## src/rtl/msr_pkg.sv

```systemverilog
package msr_pkg;

    localparam int XLEN = 64;

    localparam int B_SF = 63;
    localparam int B_HV = 60;
    localparam int B_EE = 15;
    localparam int B_PR = 14;
    localparam int B_ME = 12;
    localparam int B_IR = 5;
    localparam int B_DR = 4;
    localparam int B_RI = 1;
    localparam int B_LE = 0;

    localparam int STB_W    = 3;
    localparam int STB_RFI  = 0;
    localparam int STB_MT   = 1;
    localparam int STB_READ = 2;

    localparam logic [XLEN-1:0] ONE = {{(XLEN-1){1'b0}}, 1'b1};

    localparam logic [XLEN-1:0] RESET_VAL = (ONE << B_SF) | (ONE << B_LE);

    // bits copied on return; partial-function bits 30:27 and 21:16 are kept
    localparam logic [XLEN-1:0] RFI_MASK =
        {33'h1_FFFF_FFFF, 4'h0, 5'h1F, 6'h00, 16'hFFFF};

    // bits copied by a full move-to; HV, ME and LE are kept
    localparam logic [XLEN-1:0] MT_FULL_MASK =
        ~((ONE << B_HV) | (ONE << B_ME) | (ONE << B_LE));

    localparam logic [XLEN-1:0] MT_PART_MASK = (ONE << B_EE) | (ONE << B_RI);

    // forced on when problem state ends up set
    localparam logic [XLEN-1:0] PR_FORCE = (ONE << B_EE) | (ONE << B_IR) | (ONE << B_DR);

    localparam logic [XLEN-1:0] IRQ_SET = (ONE << B_SF) | (ONE << B_LE);
    localparam logic [XLEN-1:0] IRQ_CLR = (ONE << B_EE) | (ONE << B_PR) |
                                          (ONE << B_IR) | (ONE << B_DR) | (ONE << B_RI);

    typedef enum logic [2:0] {
        OPK_IDLE,
        OPK_IRQ,
        OPK_RFI,
        OPK_MT_FULL,
        OPK_MT_PART,
        OPK_READ
    } op_kind_t;

endpackage

```

## src/rtl/msr_op_decode.sv

```systemverilog
module msr_op_decode
    import msr_pkg::*;
(
    input  logic [STB_W-1:0] op_strobe,
    input  logic             l_field,
    input  logic             irq_take,
    output op_kind_t         op_kind
);

    localparam logic [STB_W-1:0] S_RFI  = STB_W'(1) << STB_RFI;
    localparam logic [STB_W-1:0] S_MT   = STB_W'(1) << STB_MT;
    localparam logic [STB_W-1:0] S_READ = STB_W'(1) << STB_READ;

    always_comb begin
        op_kind = OPK_IDLE;
        if (irq_take) begin
            op_kind = OPK_IRQ;
        end else begin
            unique case (op_strobe)
                S_RFI:   op_kind = OPK_RFI;
                S_MT:    op_kind = l_field ? OPK_MT_PART : OPK_MT_FULL;
                S_READ:  op_kind = OPK_READ;
                default: op_kind = OPK_IDLE;
            endcase
        end
    end

endmodule

```

## src/rtl/msr_next_calc.sv

```systemverilog
module msr_next_calc
    import msr_pkg::*;
(
    input  op_kind_t        op_kind,
    input  logic [XLEN-1:0] cur,
    input  logic [XLEN-1:0] src,
    output logic [XLEN-1:0] nxt
);

    logic [XLEN-1:0] rfi_val;
    logic [XLEN-1:0] mt_full_val;
    logic [XLEN-1:0] mt_part_val;
    logic [XLEN-1:0] irq_val;
    logic            src_pr;

    assign src_pr = src[B_PR];

    always_comb begin
        rfi_val     = (src & RFI_MASK) | (cur & ~RFI_MASK);
        mt_full_val = (src & MT_FULL_MASK) | (cur & ~MT_FULL_MASK);
        mt_part_val = (src & MT_PART_MASK) | (cur & ~MT_PART_MASK);
        irq_val     = (cur & ~IRQ_CLR) | IRQ_SET;
        if (src_pr) begin
            rfi_val     = rfi_val | PR_FORCE;
            mt_full_val = mt_full_val | PR_FORCE;
        end
    end

    always_comb begin
        unique case (op_kind)
            OPK_IRQ:     nxt = irq_val;
            OPK_RFI:     nxt = rfi_val;
            OPK_MT_FULL: nxt = mt_full_val;
            OPK_MT_PART: nxt = mt_part_val;
            default:     nxt = cur;
        endcase
    end

endmodule

```

## src/rtl/msr_unit.sv

```systemverilog
module msr_unit
    import msr_pkg::*;
(
    input  logic             clk,
    input  logic             rst,
    input  logic [STB_W-1:0] op_strobe,
    input  logic             l_field,
    input  logic             irq_take,
    input  logic [XLEN-1:0]  src_data,
    input  logic             dec_msb,
    output logic [XLEN-1:0]  msr_q,
    output logic [XLEN-1:0]  rd_data,
    output logic             rd_valid,
    output logic             dec_irq_req
);

    op_kind_t        op_kind;
    logic [XLEN-1:0] msr_nxt;

    msr_op_decode u_dec (
        .op_strobe (op_strobe),
        .l_field   (l_field),
        .irq_take  (irq_take),
        .op_kind   (op_kind)
    );

    msr_next_calc u_calc (
        .op_kind (op_kind),
        .cur     (msr_q),
        .src     (src_data),
        .nxt     (msr_nxt)
    );

    // register process
    always_ff @(posedge clk) begin
        if (rst) begin
            msr_q <= RESET_VAL;
        end else begin
            msr_q <= msr_nxt;
        end
    end

    // output process
    always_comb begin
        rd_valid    = (op_strobe == (STB_W'(1) << STB_READ));
        rd_data     = msr_q;
        dec_irq_req = msr_q[B_EE] & dec_msb;
    end

endmodule

```

## config.mk

```make
export PLATFORM = sky130hd
export DESIGN_NAME = msr_unit
export DESIGN_NICKNAME = d
export VERILOG_FILES = /design/src/rtl/msr_pkg.sv /design/src/rtl/msr_op_decode.sv /design/src/rtl/msr_next_calc.sv /design/src/rtl/msr_unit.sv
export SDC_FILE = /design/constraint.sdc
export NUM_CORES = 1
export LEC_CHECK = 0
export ABC_CLOCK_PERIOD_IN_PS = 1500
export BUFFER_PORTS_ARGS = -buffer_cell sky130_fd_sc_hd__buf_4
export CORE_MARGIN = 2
export CORE_UTILIZATION = 44
export DETAILED_ROUTE_END_ITERATION = 16
export PLACE_DENSITY = 0.92
export SETUP_SLACK_MARGIN = 0.02
export SYNTH_ARGS = -nofsm -noshare
export SYNTH_HDL_FRONTEND = slang
export SYNTH_SLANG_ARGS = --single-unit
export TNS_END_PERCENT = 100
```

## constraint.sdc

```tcl
create_clock -name clk -period 1.5 [get_ports clk]
set_input_delay 0.15 -clock clk [delete_from_list [all_inputs] [get_ports clk]]
set_output_delay 0.15 -clock clk [all_outputs]
set_load 0.03 [all_outputs]
```

==> out/results.md <==
| Quantity | Value |
|---|---|
| Status | finished, final reports clean |
| I/O pin count | 202 |
| Wire length after detailed routing | 7920 um |
| Most flops, register | msr_q |
| Worst-skew pair later-pin latency | 0.32 ns |
| PD cells | 880 nW/um^2 |
| Die boundary width | 91.0 um |
| Worst setup startpoint | msr_q[15] |
| Yosys reg bits | 64 |
| Worst-path fanout max | 4 |
| R2R setup slack | 0.71 ns |
| Routability Congestion | 0.807 |
| Clock Tree Root | sky130_fd_sc_hd__clkbuf_8 |
| Sum of negative setup slack | 0 ns |
| Cell type contributing the most total cell area after synthesis | sky130_fd_sc_hd__dfxtp_1 |
| Minimum clock period after layout | 1.16 ns |
| TritonRoute pass-1 iters | 4 |
| Worst hold path type | in -> reg |
| Total Nets Final | 558 |
| Biggest regs | msr_q: 64 flops |
| Longest Clk Path Bufs | 2 |
| Number of buffers inserted to repair setup after CTS | 0 |
| Post-DR wirelength/cell | 13.4 um |
| Starting density of the core | 0.456 |
| Startpoint Class | register |
| Clk pin slew, worst setup/hold paths | 0.07 ns |
| Number of sinks on the clock net | 64 |
| Vias in the first global route | 2675 |
| Register area share after synthesis | 0.385 |
| Number of flip-flops in the largest register | 64 |
| Antenna Violating Nets Remaining | 0 |
| Synthesized net count | 426 |
| Worst vdd rail ir drop | 0.551 mV |
| Iteration-0 DRC count of the detailed router | 87 |
| Synthesized instance count | 354 |
| Hold Worst Slack | 0.0779 ns |
| Non-filler cells, final | 590 |
| Die Ht | 91.0 um |
| WS Path Type | reg -> out |
| Vias/cell | 4.79 |
| Met3 usage in global routing | 0.0539 |
| Final core utilization | 0.639 |
| Overall die area | 8280 sq um |
| Number of antenna violations at the first check in global routing | 0 |
| Synth Area per Inst | 9.40 sq um |
| Share of layout cells above drive strength 1 | 0.462 |
| Total inserted antenna cells | 0 |
| Overall Global Routing Usage | 0.182 |
| Worst Max-Slew Pin Slew | 0.354 ns |
| Commonest cells in the synthesized netlist | sky130_fd_sc_hd__nand2b_1 (90), sky130_fd_sc_hd__buf_4 (64), sky130_fd_sc_hd__dfxtp_1 (64), sky130_fd_sc_hd__mux2i_1 (48), sky130_fd_sc_hd__clkbuf_1 (15) |
| # port buffers | 201 |
| Number of gates resized after CTS | 0 |
| Leakage power total | 2.10 nW |
| Setup WS pre-CTS | 0.112 ns |
| H-tree depth reported by CTS | 3 |
| Top Usage Layer GRT | met2 |
| Core Area | 7290 sq um |
| Share of the clock period used by the worst path after layout | 0.775 |
| Global-route wire length before repair | 12400 um |
| GR Util met2 | 0.348 |
| Peak Freq | 860 MHz |
| Number of CTS-inserted buffers | 9 |
| Predominant post-synthesis flop cell | sky130_fd_sc_hd__dfxtp_1 |
| R2r startpoint | msr_q[1] |
| Hold path startpoint | src_data[0] |
| Gr ovfl total | 0 |
| Final number of hold-violating endpoints | 0 |
| Count of placed standard cells including taps | 574 |
| Leading cell type by number of instances after synthesis | sky130_fd_sc_hd__nand2b_1 |
| Setup-failing EPs final | 0 |
| Grt met1 use | 0.184 |
| Ranking of synthesized cells by area | sky130_fd_sc_hd__dfxtp_1 (38%), sky130_fd_sc_hd__nand2b_1 (17%), sky130_fd_sc_hd__mux2i_1 (14%) |
| Total number of placement rows | 31 |
| Worst Setup EP | dec_irq_req |
| WP data required | 1.35 ns |
| Total DRC errors in the routed layout | 0 |
| Unrepaired setup endpoints after global routing | false |
| Final setup margin | 0.337 ns |
| FFs w/ async S/R, synth | 0 |
| Share of the synthesized area in the top cell type | 0.385 |
| Critical Path Sink Type | primary output |
| Signed area change from the synthesized netlist to the final layout | 39.9% |
| Cells on worst reg2reg path | 2 |
| Count of distinct cell types in the synthesized netlist | 31 |
| Maximum capacitance violations | 0 |
| Clock tree from TritonCTS | yes |
| Count of synthesis-stage warnings from yosys | 0 |
| Maximum number of pins on one net before global-route repair | 62 |
| Data arrival time of the critical path | 1.01 ns |
| DP HPWL | 6170 um |
| Final max-slew violation count | 0 |
| Endpoint of the lowest-slack register-to-register path | msr_q[1] |
| Clock skew after layout | 0 ns |
| Cell area after technology mapping | 3330 sq um |
| Number of flops mapped to enable cells by yosys | 0 |
| Hold Buf Count CTS | 0 |
| Via count of the routed design | 2829 |
| Worst slew margin | 0.764 |
[worst max-delay path, cell delays in order (launching register included)]
cell                      delay (ns)
sky130_fd_sc_hd__dfxtp_1        0.40
sky130_fd_sc_hd__and2_1         0.15
sky130_fd_sc_hd__buf_4          0.15
[layer usage]
metal	share of wire	routed length (um)	vias to the layer above
met3	0.082	650	17
met4	0.020	157	0
met1	0.37	2910	1300
li1	-	-	1367
met5	0	0	-
met2	0.53	4210	145
[how the worst min path moves through the flow]
| stage | endpoint | slack (ns) | cells after the start |
|---|---|---|---|
| 2_1_floorplan | msr_q[0] | 0.27 | 2 |
| 3_3_place_gp | msr_q[0] | 0.36 | 3 |
| 3_5_place_dp | msr_q[0] | 0.41 | 3 |
| 4_1_cts | msr_q[0] | 0.06 | 3 |
| 5_1_grt | msr_q[0] | 0.07 | 3 |
| 6_report | msr_q[0] | 0.08 | 3 |
[placed cells by master (no fill, tap or decap), types with 3 or more instances in the layout]
master | Yosys | layout
sky130_fd_sc_hd__clkbuf_1 | 15 | 3
sky130_fd_sc_hd__buf_12 | 0 | 3
sky130_fd_sc_hd__clkbuf_8 | 0 | 10
sky130_fd_sc_hd__a21oi_1 | 13 | 13
sky130_fd_sc_hd__mux2i_1 | 48 | 48
sky130_fd_sc_hd__nand3_1 | 13 | 13
sky130_fd_sc_hd__o21ai_0 | 10 | 10
sky130_fd_sc_hd__buf_4 | 64 | 204
sky130_fd_sc_hd__nand2b_1 | 90 | 90
sky130_fd_sc_hd__dfxtp_1 | 64 | 64
sky130_fd_sc_hd__nand4b_1 | 3 | 3
sky130_fd_sc_hd__nor2_1 | 5 | 5
[final cells by class]
type / instances / area, sq um
inverter: 1 / 3.75
fill: 598 / 2640
timing repair buffer: 207 / 1590
tap: 99 / 124
multi-input combinational: 203 / 1440
clock inverter: 3 / 65.1
clock buffer: 13 / 149
sequential: 64 / 1280
[through the flow]
step,power [W],cell area (sq um)
5_1_grt,0.00427,4660
3_3_place_gp,0.00254,4440
3_5_place_dp,0.00256,4440
4_1_cts,0.00416,4660
2_1_floorplan,0.00227,3330
6_report,0.00410,4660
[power by group]
| part | switching, W | leakage, nW | total (W) | internal [W] |
|---|---|---|---|---|
| Clock | 0.000604 | 0.108 | 0.00159 | 0.000982 |
| Combinational | 0.000378 | 1.47 | 0.000726 | 0.000349 |
| Sequential | 0.0000393 | 0.519 | 0.00179 | 0.00175 |
| Total | 0.00102 | 2.10 | 0.00410 | 0.00308 |
[logic make-up after synthesis]
kind of cell,count (synthesis),share of synthesized area
DFF,64,0.385
AOI/OAI and AO/OA,33,0.0586
and+or+nand+nor,121,0.227
buffers and inverters,87,0.182
muxes,48,0.144
xor gates and xnor gates,1,0.00263
(Power assumes the default switching activity.)
